`src/rtl/sdr_rd_pkg.sv`:
```
package sdr_rd_pkg;
  localparam int unsigned LANE_W = 8;

  typedef enum logic [2:0] {
    BL_1    = 3'd0,
    BL_2    = 3'd1,
    BL_4    = 3'd2,
    BL_8    = 3'd3,
    BL_PAGE = 3'd7
  } bl_code_e;

  // remaining beats after the first one; reserved codes fall back to single beat
  function automatic logic [2:0] bl_extra(input logic [2:0] code);
    case (code)
      BL_2:    return 3'd1;
      BL_4:    return 3'd3;
      BL_8:    return 3'd7;
      default: return 3'd0;
    endcase
  endfunction
endpackage

```
`src/rtl/rd_burst_issue.sv`:
```
module rd_burst_issue #(
  parameter int unsigned DATA_W = 32,
  parameter int unsigned MAX_BL = 8,
  localparam int unsigned CNT_W = $clog2(MAX_BL)
) (
  input  logic              clk_i,
  input  logic              rst_ni,
  input  logic              rd_cmd_i,
  input  logic [2:0]        bl_code_i,
  input  logic              wr_cmd_i,
  input  logic              pre_cmd_i,
  input  logic [DATA_W-1:0] rd_data_i,
  output logic              issue_o,
  output logic [DATA_W-1:0] issue_data_o
);
  import sdr_rd_pkg::*;

  logic [CNT_W-1:0] cnt_q, cnt_d;
  logic             page_q, page_d;
  logic             stop;

  assign stop         = pre_cmd_i | wr_cmd_i;
  assign issue_o      = rd_cmd_i | ((cnt_q != '0 || page_q) && !stop);
  assign issue_data_o = rd_data_i;

  always_comb begin
    cnt_d  = cnt_q;
    page_d = page_q;
    if (rd_cmd_i) begin
      cnt_d  = CNT_W'(bl_extra(bl_code_i));
      page_d = (bl_code_i == BL_PAGE);
    end else if (stop) begin
      cnt_d  = '0;
      page_d = 1'b0;
    end else if (cnt_q != '0) begin
      cnt_d = cnt_q - 1'b1;
    end
  end

  always_ff @(posedge clk_i or negedge rst_ni) begin
    if (!rst_ni) begin
      cnt_q  <= '0;
      page_q <= 1'b0;
    end else begin
      cnt_q  <= cnt_d;
      page_q <= page_d;
    end
  end

  p_burst_contig_r2: assert property (@(posedge clk_i) disable iff (!rst_ni)
    (issue_o && !rd_cmd_i && $past(rst_ni)) |-> $past(issue_o));

  p_stop_issue_r6: assert property (@(posedge clk_i) disable iff (!rst_ni)
    (pre_cmd_i && !rd_cmd_i) |=> (!issue_o || rd_cmd_i));
endmodule

```
`src/rtl/rd_lat_pipe.sv`:
```
module rd_lat_pipe #(
  parameter int unsigned DATA_W = 32,
  parameter int unsigned MAX_CL = 3,
  localparam int unsigned SEL_W = $clog2(MAX_CL + 1)
) (
  input  logic              clk_i,
  input  logic              rst_ni,
  input  logic [SEL_W-1:0]  cas_lat_i,
  input  logic              issue_i,
  input  logic [DATA_W-1:0] issue_data_i,
  output logic              beat_vld_o,
  output logic [DATA_W-1:0] beat_data_o,
  output logic              busy_o
);
  logic [MAX_CL-1:0] vld_q;
  logic [DATA_W-1:0] dat_q [MAX_CL];
  int unsigned       sel;

  always_ff @(posedge clk_i or negedge rst_ni) begin
    if (!rst_ni) begin
      vld_q    <= '0;
      dat_q[0] <= '0;
    end else begin
      vld_q[0] <= issue_i;
      dat_q[0] <= issue_data_i;
    end
  end

  for (genvar k = 1; k < MAX_CL; k++) begin : g_stage
    always_ff @(posedge clk_i or negedge rst_ni) begin
      if (!rst_ni) begin
        vld_q[k] <= 1'b0;
        dat_q[k] <= '0;
      end else begin
        vld_q[k] <= vld_q[k-1];
        dat_q[k] <= dat_q[k-1];
      end
    end
  end

  // code 0 and codes above MAX_CL select the deepest stage
  always_comb begin
    if (cas_lat_i == '0 || int'(cas_lat_i) > MAX_CL) sel = MAX_CL - 1;
    else                                              sel = int'(cas_lat_i) - 1;
  end

  assign beat_vld_o  = vld_q[sel];
  assign beat_data_o = dat_q[sel];

  // beats still to appear on the bus in this or later cycles
  always_comb begin
    busy_o = 1'b0;
    for (int k = 0; k < MAX_CL; k++)
      if (k <= int'(sel)) busy_o = busy_o | vld_q[k];
  end

  p_cl1_timing_r1: assert property (@(posedge clk_i) disable iff (!rst_ni)
    (cas_lat_i == SEL_W'(1) && $past(cas_lat_i) == SEL_W'(1) && $past(issue_i) && $past(rst_ni))
      |-> beat_vld_o);
endmodule

```
`src/rtl/rd_mask_pipe.sv`:
```
module rd_mask_pipe #(
  parameter int unsigned LANES    = 4,
  parameter int unsigned MASK_LAT = 2
) (
  input  logic             clk_i,
  input  logic             rst_ni,
  input  logic [LANES-1:0] dqm_i,
  output logic [LANES-1:0] mask_o
);
  logic [LANES-1:0] m_q [MASK_LAT];

  for (genvar k = 0; k < MASK_LAT; k++) begin : g_mstage
    always_ff @(posedge clk_i or negedge rst_ni) begin
      if (!rst_ni)     m_q[k] <= '0;
      else if (k == 0) m_q[k] <= dqm_i;
      else             m_q[k] <= m_q[(k == 0) ? 0 : k-1];
    end
  end

  assign mask_o = m_q[MASK_LAT-1];
endmodule

```
`src/rtl/rd_wr_guard.sv`:
```
module rd_wr_guard #(
  parameter int unsigned LANES = 4
) (
  input  logic             clk_i,
  input  logic             rst_ni,
  input  logic             wr_cmd_i,
  input  logic             busy_i,
  input  logic [LANES-1:0] mask_i,
  input  logic [LANES-1:0] drive_raw_i,
  input  logic [LANES-1:0] oe_i,
  output logic             viol_mask_o,
  output logic             viol_gap_o
);
  logic oe_prev_q;

  always_ff @(posedge clk_i or negedge rst_ni) begin
    if (!rst_ni) begin
      oe_prev_q   <= 1'b0;
      viol_mask_o <= 1'b0;
      viol_gap_o  <= 1'b0;
    end else begin
      oe_prev_q   <= |oe_i;
      viol_mask_o <= wr_cmd_i & busy_i & ~(&mask_i);
      viol_gap_o  <= wr_cmd_i & (oe_prev_q | (|drive_raw_i));
    end
  end
endmodule

```
`src/rtl/sdr_rd_out_pipe.sv`:
```
module sdr_rd_out_pipe #(
  parameter int unsigned LANES    = 4,
  parameter int unsigned MAX_CL   = 3,
  parameter int unsigned MAX_BL   = 8,
  parameter int unsigned MASK_LAT = 2,
  localparam int unsigned DATA_W  = LANES * sdr_rd_pkg::LANE_W,
  localparam int unsigned SEL_W   = $clog2(MAX_CL + 1)
) (
  input  logic              clk_i,
  input  logic              rst_ni,
  input  logic [SEL_W-1:0]  cas_lat_i,
  input  logic              rd_cmd_i,
  input  logic [2:0]        bl_code_i,
  input  logic [DATA_W-1:0] rd_data_i,
  input  logic [LANES-1:0]  dqm_i,
  input  logic              wr_cmd_i,
  input  logic              pre_cmd_i,
  output logic [DATA_W-1:0] dq_o,
  output logic [LANES-1:0]  dq_oe_o,
  output logic              viol_mask_o,
  output logic              viol_gap_o
);
  import sdr_rd_pkg::*;

  logic              issue;
  logic [DATA_W-1:0] issue_data;
  logic              beat_vld;
  logic [DATA_W-1:0] beat_data;
  logic              busy;
  logic [LANES-1:0]  mask;
  logic [LANES-1:0]  drive_raw;

  rd_burst_issue #(.DATA_W(DATA_W), .MAX_BL(MAX_BL)) i_issue (
    .clk_i, .rst_ni, .rd_cmd_i, .bl_code_i, .wr_cmd_i, .pre_cmd_i, .rd_data_i,
    .issue_o(issue), .issue_data_o(issue_data)
  );

  rd_lat_pipe #(.DATA_W(DATA_W), .MAX_CL(MAX_CL)) i_lat (
    .clk_i, .rst_ni, .cas_lat_i, .issue_i(issue), .issue_data_i(issue_data),
    .beat_vld_o(beat_vld), .beat_data_o(beat_data), .busy_o(busy)
  );

  rd_mask_pipe #(.LANES(LANES), .MASK_LAT(MASK_LAT)) i_mask (
    .clk_i, .rst_ni, .dqm_i, .mask_o(mask)
  );

  assign drive_raw = {LANES{beat_vld}} & ~mask;
  assign dq_oe_o   = drive_raw & {LANES{~wr_cmd_i}};

  for (genvar b = 0; b < LANES; b++) begin : g_lane
    assign dq_o[b*LANE_W +: LANE_W] = dq_oe_o[b] ? beat_data[b*LANE_W +: LANE_W] : '0;

    p_mask_blank_r4: assert property (@(posedge clk_i) disable iff (!rst_ni)
      ($past(rst_ni) && $past(rst_ni, 2) && $past(dqm_i[b], 2)) |-> !dq_oe_o[b]);
  end

  rd_wr_guard #(.LANES(LANES)) i_guard (
    .clk_i, .rst_ni, .wr_cmd_i, .busy_i(busy), .mask_i(mask),
    .drive_raw_i(drive_raw), .oe_i(dq_oe_o),
    .viol_mask_o, .viol_gap_o
  );

  p_no_oe_on_wr_r7: assert property (@(posedge clk_i) disable iff (!rst_ni)
    wr_cmd_i |-> (dq_oe_o == '0));

  p_gap_flag_r9: assert property (@(posedge clk_i) disable iff (!rst_ni)
    ((|dq_oe_o) ##1 wr_cmd_i) |=> viol_gap_o);
endmodule

```
`config.mk`:
```
export PLATFORM = sky130hd
export DESIGN_NAME = sdr_rd_out_pipe
export DESIGN_NICKNAME = d
export VERILOG_FILES = /design/src/rtl/sdr_rd_pkg.sv /design/src/rtl/rd_burst_issue.sv /design/src/rtl/rd_lat_pipe.sv /design/src/rtl/rd_mask_pipe.sv /design/src/rtl/rd_wr_guard.sv /design/src/rtl/sdr_rd_out_pipe.sv
export SDC_FILE = /design/constraint.sdc
export NUM_CORES = 1
export LEC_CHECK = 0
export ABC_CLOCK_PERIOD_IN_PS = 2000
export BUFFER_PORTS_ARGS = -buffer_cell sky130_fd_sc_hd__buf_2
export CAP_MARGIN = 25
export CORE_MARGIN = 4
export CORE_UTILIZATION = 45
export DETAILED_ROUTE_END_ITERATION = 10
export PLACE_DENSITY = 0.67
export SLEW_MARGIN = 20
export SYNTH_ARGS = -nofsm -noshare
export SYNTH_HDL_FRONTEND = slang
export SYNTH_SLANG_ARGS = --single-unit
export TNS_END_PERCENT = 100
```
`constraint.sdc`:
```
create_clock -name clk_i -period 2 [get_ports clk_i]
set_input_delay 0.2 -clock clk_i [delete_from_list [all_inputs] [get_ports clk_i]]
set_output_delay 0.2 -clock clk_i [all_outputs]
set_load 0.02 [all_outputs]
```
Word level (Yosys, flattened, before mapping)
Index checks and enable logic that the tools add are counted.
{"block": "word_totals", "ff_bits": 114, "inputBits": 46, "output_inout_bits": 38, "wordCells": 67}
{"block": "classes", "bitwise_logic": 14, "order_cmp": 5, "n_reduce_logical": 10, "muxes": 19, "add_sub_neg": 2, "eq_ne": 4}
{"operator": "2-to-1 mux 32 bit", "n": 3}
{"operator": "binary-select mux 32 bit (select 2 bit)", "n": 1}
{"operator": "greater-or-equal comparator 33 x 3 -> 1 bit (second input constant)", "n": 1}
{"operator": "inverter 32 -> 33 bit", "n": 1}
{"operator": "<= comparator 1 x 32 -> 1 bit (first input constant)", "n": 1}
{"operator": "<= comparator 2 x 32 -> 1 bit (first input constant)", "n": 1}
{"operator": "<= comparator 3 x 32 -> 1 bit (first input constant)", "n": 1}
{"operator": "< comparator 32 x 3 -> 1 bit (second input constant)", "n": 1}
{"operator": "2-to-1 mux 8 bit", "n": 4}
{"operator": "2-to-1 mux 3 bit", "n": 3}
{"operator": "one-hot mux 3 bit (3 select lines)", "n": 1}
{"operator": "bitwise AND 4 bit", "n": 2}
{"operator": "OR reduction 4 bit", "n": 2}
{"operator": "== test 3 x 2 -> 1 bit (second input constant)", "n": 2}
{"operator": "2-to-1 mux 1 bit", "n": 6}
{"operator": "nonzero test 3 bit", "n": 2}
{"operator": "OR 1 bit", "n": 5}
{"operator": "inverter 4 bit", "n": 1}
{"operator": "AND reduction 4 bit", "n": 1}
{"operator": "bitwise AND 1 bit", "n": 3}
{"operator": "== test 3 x 1 -> 1 bit (second input constant)", "n": 1}
{"operator": "== test 3 bit (second input constant)", "n": 1}
{"operator": "subtractor 2 x 1 -> 3 bit (second input constant)", "n": 1}
{"operator": "subtractor 3 x 1 -> 3 bit (second input constant)", "n": 1}
{"operator": "7 further kinds", "n": 8}

Depth between registers and ports, before layout
Gate-level depths: netlist of the first run.
{"block": "depth", "word_depth": 10, "ltp_mapped": 7, "ltp_nobuf": 6}

By module
Synthesis of the first run repeated with hierarchy kept, for this count alone.
{"block": "hier_totals", "hier_cells": 312, "area_unflattened_um2": 4613.2}
{"module": "rd_lat_pipe", "cells_per_inst": 184, "instances": 1, "area_per_inst_um2": 3288.2, "seq_area_each_um2": 2477.4}
{"module": "rd_burst_issue", "cells_per_inst": 61, "instances": 1, "area_per_inst_um2": 503.0, "seq_area_each_um2": 100.1}
{"module": "sdr_rd_out_pipe", "cells_per_inst": 47, "instances": 1, "area_per_inst_um2": 481.7, "seq_area_each_um2": 0.0}
{"module": "rd_mask_pipe", "cells_per_inst": 12, "instances": 1, "area_per_inst_um2": 230.2, "seq_area_each_um2": 200.2}
{"module": "rd_wr_guard", "cells_per_inst": 8, "instances": 1, "area_per_inst_um2": 110.1, "seq_area_each_um2": 75.1}

Worst setup path before layout of the first run
Ideal clock, no wire load.
{"block": "synth_path", "kind": "input port to output port", "startpoint": "input cas_lat_i[0]", "endpoint": "output dq_o[19]", "n_path_buf": 2, "arrival_time_ps": 1484, "path_stages": 7, "required_ps": 1800, "setup_slack_ps": 316, "path_cell_list": "inv_1 ha_1 buf_2 nor2_2 buf_2 a22oi_1 nor2_1"}
{"block": "synth_via", "elab_chain_len": 7, "elab_cells_between_ends": 12, "classes_between": "add/sub (1); mux (7); bitwise (3); reduce/logical (1)"}
{"item": "start: declaration", "line_no": "sdr_rd_out_pipe.sv:11", "source": "input logic [SEL_W-1:0] cas_lat_i,"}
{"item": "subtractor 2 x 1 -> 3 bit / logical NOT 2 bit (equally long branches)", "line_no": "rd_lat_pipe.sv:44, rd_lat_pipe.sv:43"}
{"item": "2-to-1 mux 32 bit *", "line_no": "rd_lat_pipe.sv:43", "source": "if (cas_lat_i == '0 || int'(cas_lat_i) > MAX_CL) sel = MAX_CL - 1;"}
{"item": "binary-select mux 1 bit (select 2 bit) / inverter 32 -> 33 bit (equally long branches)", "line_no": "rd_lat_pipe.sv:47, rd_lat_pipe.sv:48"}
{"item": "2-to-1 mux 1 bit (implied by the code) / binary-select mux 32 bit (select 2 bit) (equally long branches)", "line_no": "rd_lat_pipe.sv:47, rd_lat_pipe.sv:48"}
{"item": "bitwise AND 4 bit / 2-to-1 mux 32 bit (equally long branches)", "line_no": "sdr_rd_out_pipe.sv:47, rd_lat_pipe.sv:48"}
{"item": "bitwise AND 4 bit / 2-to-1 mux 32 bit (equally long branches)", "line_no": "sdr_rd_out_pipe.sv:48, rd_lat_pipe.sv:48"}
{"item": "2-to-1 mux 8 bit *", "line_no": "sdr_rd_out_pipe.sv:51", "source": "assign dq_o[b*LANE_W +: LANE_W] = dq_oe_o[b] ? beat_data[b*LANE_W +: LANE_W] : '0;"}
{"item": "end: declaration", "line_no": "sdr_rd_out_pipe.sv:18", "source": "output logic [DATA_W-1:0] dq_o,"}
Every way passes the cells marked *; elsewhere a longest branch is shown, timed or not. The select of a mux whose other input is x is not followed.

Worst setup path after layout of the first run
{"block": "layout_path", "startpoint": "input cas_lat_i[0]", "endpoint": "output dq_o[23]"}
The elaborated chain is that of the path after synthesis.

==> results.yml, run 1 <==
run_status:
  status: "complete, no violations"
clocking:
  cts_root_buf: "clkbuf_8"
  tritoncts: "done"
  cts_buffer_depth: 2
  path_clk_slew_ns: 0.05
  clock_latency_ns: 0.51
  cts_buffers: 17
  htree_levels: 4
  clock_sinks: 114
power:
  p_leak_nw: 2.86
  total_power_mw: 6.16
  peakVddDrop_uv: 613
  switching_share_pct: 24.2
  p_seq_share_pct: 40.4
  pwr-share-clk_pct: 48.6
  intPower_mw: 4.67
  p_sw_mw: 1.49
  p_comb_share_pct: 11.0
  power_density_nw_per_um2: 1020
placement:
  dp_hpwl_mm: 5.32
  pre_cts_ws_ns: 0.000998
  portBuffers: 83
  place.gp.congestion: 0.762
  numPlacedInstances: 474
  place_area_um2: 4830
cells_and_area:
  syn2layout_area_growth_pct: 44.9
  layout_common_cells: "dfrtp_1, buf_2, dlygate4sd3_1"
  final_area_um2: 6060
  nNetsFinal: 489
  num-fill-cells: 627
  drive_gt1_share_pct: 41.8
  final_common_cell: "dfrtp_1"
  final_cells: 558
  num_antenna_cells: 0
logic_synthesis:
  synth_cell_type_count: 29
  syn_nets: 336
  synth_area_um2: 4180
  synth_warnings: 0
  yosysSeqAreaShare_pct: 68.2
  synth_cells: 284
  synth-seq-cells: 114
  avgSynthCellArea_um2: 14.7
sta:
  grt_setup_unrepaired: "yes"
  hold_viol: 0
  maxSlewHeadroom_pct: 66.7
  fmax_ghz: 0.502
  finalClockSkew_ns: 0.00517
  worstMarginPinSlew_ns: 0.500
  maxSlewViolCount: 0
  fin_crit_ns: 1.99
  worst_slack_ns: 0.00732
  hold_ws_ns: 0.0396
  fin_crit_sh_pct: 99.6
  setup_viol: 0
drt:
  postRouteAntennaNets: 0
  vias: 2767
  vias_per_cell: 4.96
  dr.pass1.iters: 4
  wl_met3_um: 395
  drc_errors: 0
  drt_wl_total_mm: 9.02
  m1WireLength_mm: 4.05
  wl_met2_mm: 4.50
  route.top_layer_used: "met4"
  drt-wirelength-per-cell_um: 16.2
  first_iter_violations: 84
critical_path:
  rr_worst_depth: 4
  cp.depth: 9
  arrival_ns: 1.79
  cp-start-kind: "input pin"
  worstSetupPathType: "input pin to output pin"
  cp_slowest_cell: "ha_1"
  path_max_fanout: 5
  cp_top_family: "buffers and inverters"
  max_stage_delay_ns: 0.35
  crit_chain: "buf_2 > inv_1 > ha_1 > buf_4 > and4b_4 > a22oi_4 > buf_4 > nor2_1 > buf_2"
  cp-end-kind: "output pin"
  worstPathRequired_ns: 1.80
  critPathBufInv: 5
die:
  rows: 34
  core_area_um2: 8890
  die_y_um: 104
  initial_core_util_pct: 47.0
  dieArea_um2: 10900
  ios: 84
  die_width_um: 104
run:
  cap_violations: 0
hold_path:
  hold_class: "input pin to flip-flop"
  holdPathStages: 3
global_route:
  grt_overflow: 0
  grt_max_degree: 45
  track_usage_pct: 17.8
  grt_pass1_wl_mm: 15.0
  antenna_found_initial: 0
  grt_pass1_vias: 2982
## timing repair
| action | CTS | global route |
|---|---|---|
| setup endpoints to repair | 36 | 35 |
| gates resized for setup | 2 | 29 |
| hold buffers | 44 | 0 |
| hold endpoints to repair | 78 | 0 |
| pin swaps | 5 | 7 |
| gates cloned | 1 | 0 |
| buffers inserted | 6 | 1 |
## worst min-delay path: stages
cell    delay (ns)
buf_2         0.11
nor2_1        0.04
a21o_1        0.15
## state kept, by name, indices dropped and copies added (netlist names)
register             count
i_lat.vld_q              3
i_mask.m_q               4
i_guard.viol_gap_o       1
i_guard.oe_prev_q        1
i_lat.dat_q             96
i_issue.page_q           1
i_issue.cnt_q            3
i_guard.viol_mask_o      1
i_mask.mask_o            4
## power groups by stage
stage / registers [mW] / clock network, mW / logic (mW)
floorplan: 2.52 / 0 / 0.326
global placement: 2.52 / 0 / 0.554
detailed placement: 2.53 / 0 / 0.556
CTS: 2.49 / 3.05 / 0.656
global route: 2.50 / 3.16 / 0.739
finish: 2.49 / 2.99 / 0.677
## synthesized netlist by cell type
cell type	n	area, µm²
dfrtp_1	114	2850
nor2_1	35	131
mux2_2	28	315
a22oi_1	26	195
inv_1	15	56.3
buf_2	8	40.0
ha_1	6	75.1
a22oi_2	5	62.6
mux2_4	5	75.1
o21ai_0	5	25.0
a22oi_4	4	85.1
nand2_1	4	15.0
nor3_4	4	65.1
a2bb2oi_1	3	26.3
nor2b_1	3	18.8
a21oi_1	2	10.0
buf_6	2	22.5
clkbuf_1	2	7.51
nand4_1	2	12.5
nor3b_1	2	15.0
a211oi_1	1	7.51
a21o_1	1	7.51
and3_1	1	6.26
and4b_4	1	13.8
nand2b_1	1	6.26
nand4b_1	1	8.76
nor2_2	1	6.26
nor3_2	1	10.0
o311a_1	1	10.0
## cell type report
class	count	area, µm²	area share (%)
Sequential cell	114	2850	47.1
Multi-Input combinational cell	144	1260	20.8
Timing Repair Buffer	145	1160	19.1
Clock buffer	17	414	6.83
Clock inverter	15	184	3.04
Tap cell	108	135	2.23
Inverter	15	56.3	0.929
## final timing paths
check                           slack (ns)                startpoint                            to
worst max-delay path                 0.007              cas_lat_i[0]                      dq_o[23]
worst min-delay path                  0.04                 pre_cmd_i      i_lat.vld_q[0]$_DFF_PN0_
worst max register to register        0.69  i_lat.vld_q[2]$_DFF_PN0_  i_guard.viol_gap_o$_DFF_PN0_
worst min register to register        0.35   i_mask.m_q[4]$_DFF_PN0_    i_mask.mask_o[0]$_DFF_PN0_
max in group asynchronous             1.18                    rst_ni      i_lat.dat_q[4]$_DFF_PN0_
min in group asynchronous             0.20                    rst_ni     i_lat.dat_q[84]$_DFF_PN0_
## metrics by stage
step / util (%) / setup TNS (ns)
floorplan: - / 0
global placement: 54.3 / 0
detailed placement: 54.3 / 0
CTS: 67.0 / 0
global route: 68.2 / -1.70
finish: 68.2 / 0
## per-layer routing
layer / up-vias / GRT usage, %
met5: - / 0
met4: 0 / 6.08
met3: 6 / 5.46
met2: 74 / 28.9
met1: 1385 / 22.7
li1: 1302 / -
## logic make-up (layout without fill, tap and decap cells)
logic type	Yosys count	after routing	synth area share (%)
multiplexers	33	33	9.33
buffers and inverters	27	192	3.02
AND/OR/NAND/NOR	56	56	7.39
AO/OA/AOI/OAI	48	49	10.3
flip-flops	114	114	68.2
adder cells (fa/ha/maj)	6	6	1.79
Note: power is estimated with default switching activity, not from simulation.
==> run 2: changes to the inputs <==
Settings changed: ABC_AREA from default to 1, ABC_CLOCK_PERIOD_IN_PS 2000 to 2009.
Clock period 2 ns to 2.01 ns, I/O delays scaled along.
==> results.yml, run 2 <==
global_route:
  grt_pass1_vias: 3164
  track_usage_pct: 18.2
  top_usage_layer: "met2"
  grt_max_degree: 48
  gr-usage-met3_pct: 6.47
  grt_util_met1_pct: 22.1
  grtUsageMet2_pct: 30.9
  grt_overflow: 0
  antenna_found_initial: 0
  grt_pass1_wl_mm: 15.6
sta:
  tns_ns: 0
  setup_viol: 0
  worst_slack_ns: 0.0598
  fmax_ghz: 0.513
  finalClockSkew_ns: 0.00551
  hold_viol: 0
  fin_crit_ns: 1.95
  hold_ws_ns: 0.0992
  worstMarginPinSlew_ns: 0.466
  grt_setup_unrepaired: "yes"
  maxSlewHeadroom_pct: 68.9
  fin_crit_sh_pct: 97.0
  maxSlewViolCount: 0
critical_path:
  cp-end-kind: "output pin"
  reg2reg_slack_ns: 0.43
  cp-start-kind: "flip-flop"
  arrival_ns: 1.75
  worstSetupPathType: "flip-flop to output pin"
  path_max_fanout: 5
  worstPathRequired_ns: 1.81
die:
  die_y_um: 105
  core_area_um2: 8890
  ios: 84
  dieArea_um2: 10900
  initial_core_util_pct: 47.2
  die_width_um: 105
  rows: 34
cells_and_area:
  post-route-util_pct: 66.2
  num_antenna_cells: 0
  nNetsFinal: 561
  drive_gt1_share_pct: 35.2
  final_area_um2: 5890
  layout_common_cells: "dfrtp_1, nand2_1, a21oi_1"
  largest_reg_flops: 96
  syn2layout_area_growth_pct: 40.2
  num-fill-cells: 676
  regMostFlops: "i_lat.dat_q"
  final_common_cell: "dfrtp_1"
  final_cells: 630
run_status:
  status: "complete, no violations"
logic_synthesis:
  yosysSeqAreaShare_pct: 67.9
  synth-seq-cells: 114
  synth_top_area_cell: "dfrtp_1"
  synth_ff_type: "dfrtp_1"
  ys_top_cells_by_area: "dfrtp_1, a21oi_1, nand2_1"
  yosysMostFrequentCell: "dfrtp_1"
  synth_cell_type_count: 25
  synthArstFlopShare_pct: 100
  synth_area_um2: 4200
  yosysTopAreaCellShare_pct: 67.9
  synth_warnings: 0
  synthTopCellsByCount: "dfrtp_1, nand2_1, a21oi_1"
  syn_nets: 413
  synth_edf_count: 0
  avgSynthCellArea_um2: 11.6
  synth_cells: 361
power:
  total_power_mw: 5.86
  peakVddDrop_uv: 754
  p_leak_nw: 2.77
  power_density_nw_per_um2: 996
placement:
  pre_cts_ws_ns: 0.167
  dp_hpwl_mm: 6.00
  numPlacedInstances: 550
  portBuffers: 83
  place_area_um2: 4760
  place.gp.congestion: 0.741
drt:
  vias: 3095
  drt_wl_total_mm: 9.81
  vias_per_cell: 4.91
  dr.pass1.iters: 4
  drt-wirelength-per-cell_um: 15.6
  postRouteAntennaNets: 0
  drc_errors: 0
  first_iter_violations: 182
clocking:
  clock_latency_ns: 0.50
  path_clk_slew_ns: 0.05
  cts_buffer_depth: 2
  htree_levels: 4
  cts_root_buf: "clkbuf_8"
  tritoncts: "done"
  cts_buffers: 17
  clock_sinks: 114
run:
  cap_violations: 0
hold_path:
  hold_class: "input pin to flip-flop"
==> run 2: final cells by class <==
| type | count | area [µm²] | area share, % |
|---|---|---|---|
| timing repair buffer | 137 | 1000 | 17.0 |
| clock buffer | 18 | 418 | 7.10 |
| inverter | 23 | 93.8 | 1.59 |
| multi-input combinational | 216 | 1250 | 21.3 |
| tap | 108 | 135 | 2.30 |
| clock inverter | 14 | 131 | 2.23 |
| sequential | 114 | 2850 | 48.5 |
==> run 2: cells by family after synthesis <==
group,after synthesis,share of synthesized area [%]
AO/OA/AOI/OAI,77,9.36
flip-flops,114,67.9
AND/OR/NAND/NOR,128,16.4
buffers and inverters,36,4.56
adder cells (fa/ha/maj),6,1.79
==> run 2: where the power goes <==
group          internal, mW  leakage, nW  switching [mW]
combinational         0.260         1.18           0.407
sequential             2.42         1.34          0.0573
clock                  1.65        0.258            1.07
total                  4.33         2.77            1.53
==> run 2: repair_timing <==
action | 4_1_cts | 5_1_grt
setup buffers | 1 | 1
hold buffers | 41 | 0
endpoints found under the setup margin | 1 | 34
endpoints found under the hold margin | 67 | 0
cloned | 0 | 5
resized for setup | 0 | 28
pin swaps | 0 | 2
==> run 2: critical path, stage by stage (launching register included) <==
cell and delay [ns]:
dfrtp_1 0.40, inv_2 0.07, nand2_4 0.06, nand3_4 0.10, nand2_4 0.18, nand3_4 0.15, nor2_2 0.11, buf_2 0.17
==> run 2: worst paths after layout <==
path,startpoint,endpoint,depth (start not counted)
setup / recovery,i_lat.vld_q[0]$_DFF_PN0_,dq_o[17],7
hold / removal,bl_code_i[1],i_issue.cnt_q[2]$_DFFE_PN0P_,5
setup reg to reg,i_issue.cnt_q[0]$_DFFE_PN0P_,i_lat.vld_q[0]$_DFF_PN0_,7
hold reg to reg,i_mask.m_q[4]$_DFF_PN0_,i_mask.mask_o[0]$_DFF_PN0_,0
max in group asynchronous,rst_ni,i_lat.dat_q[40]$_DFF_PN0_,3
min in group asynchronous,rst_ni,i_guard.viol_mask_o$_DFF_PN0_,2
==> run 2: routing by layer <==
layer / share of wire, % / vias up / wire, µm
met5: 0 / - / 0
met4: 0.81 / 0 / 79
met3: 5.3 / 6 / 517
met2: 53 / 88 / 5160
met1: 41 / 1524 / 4050
li1: - / 1477 / -
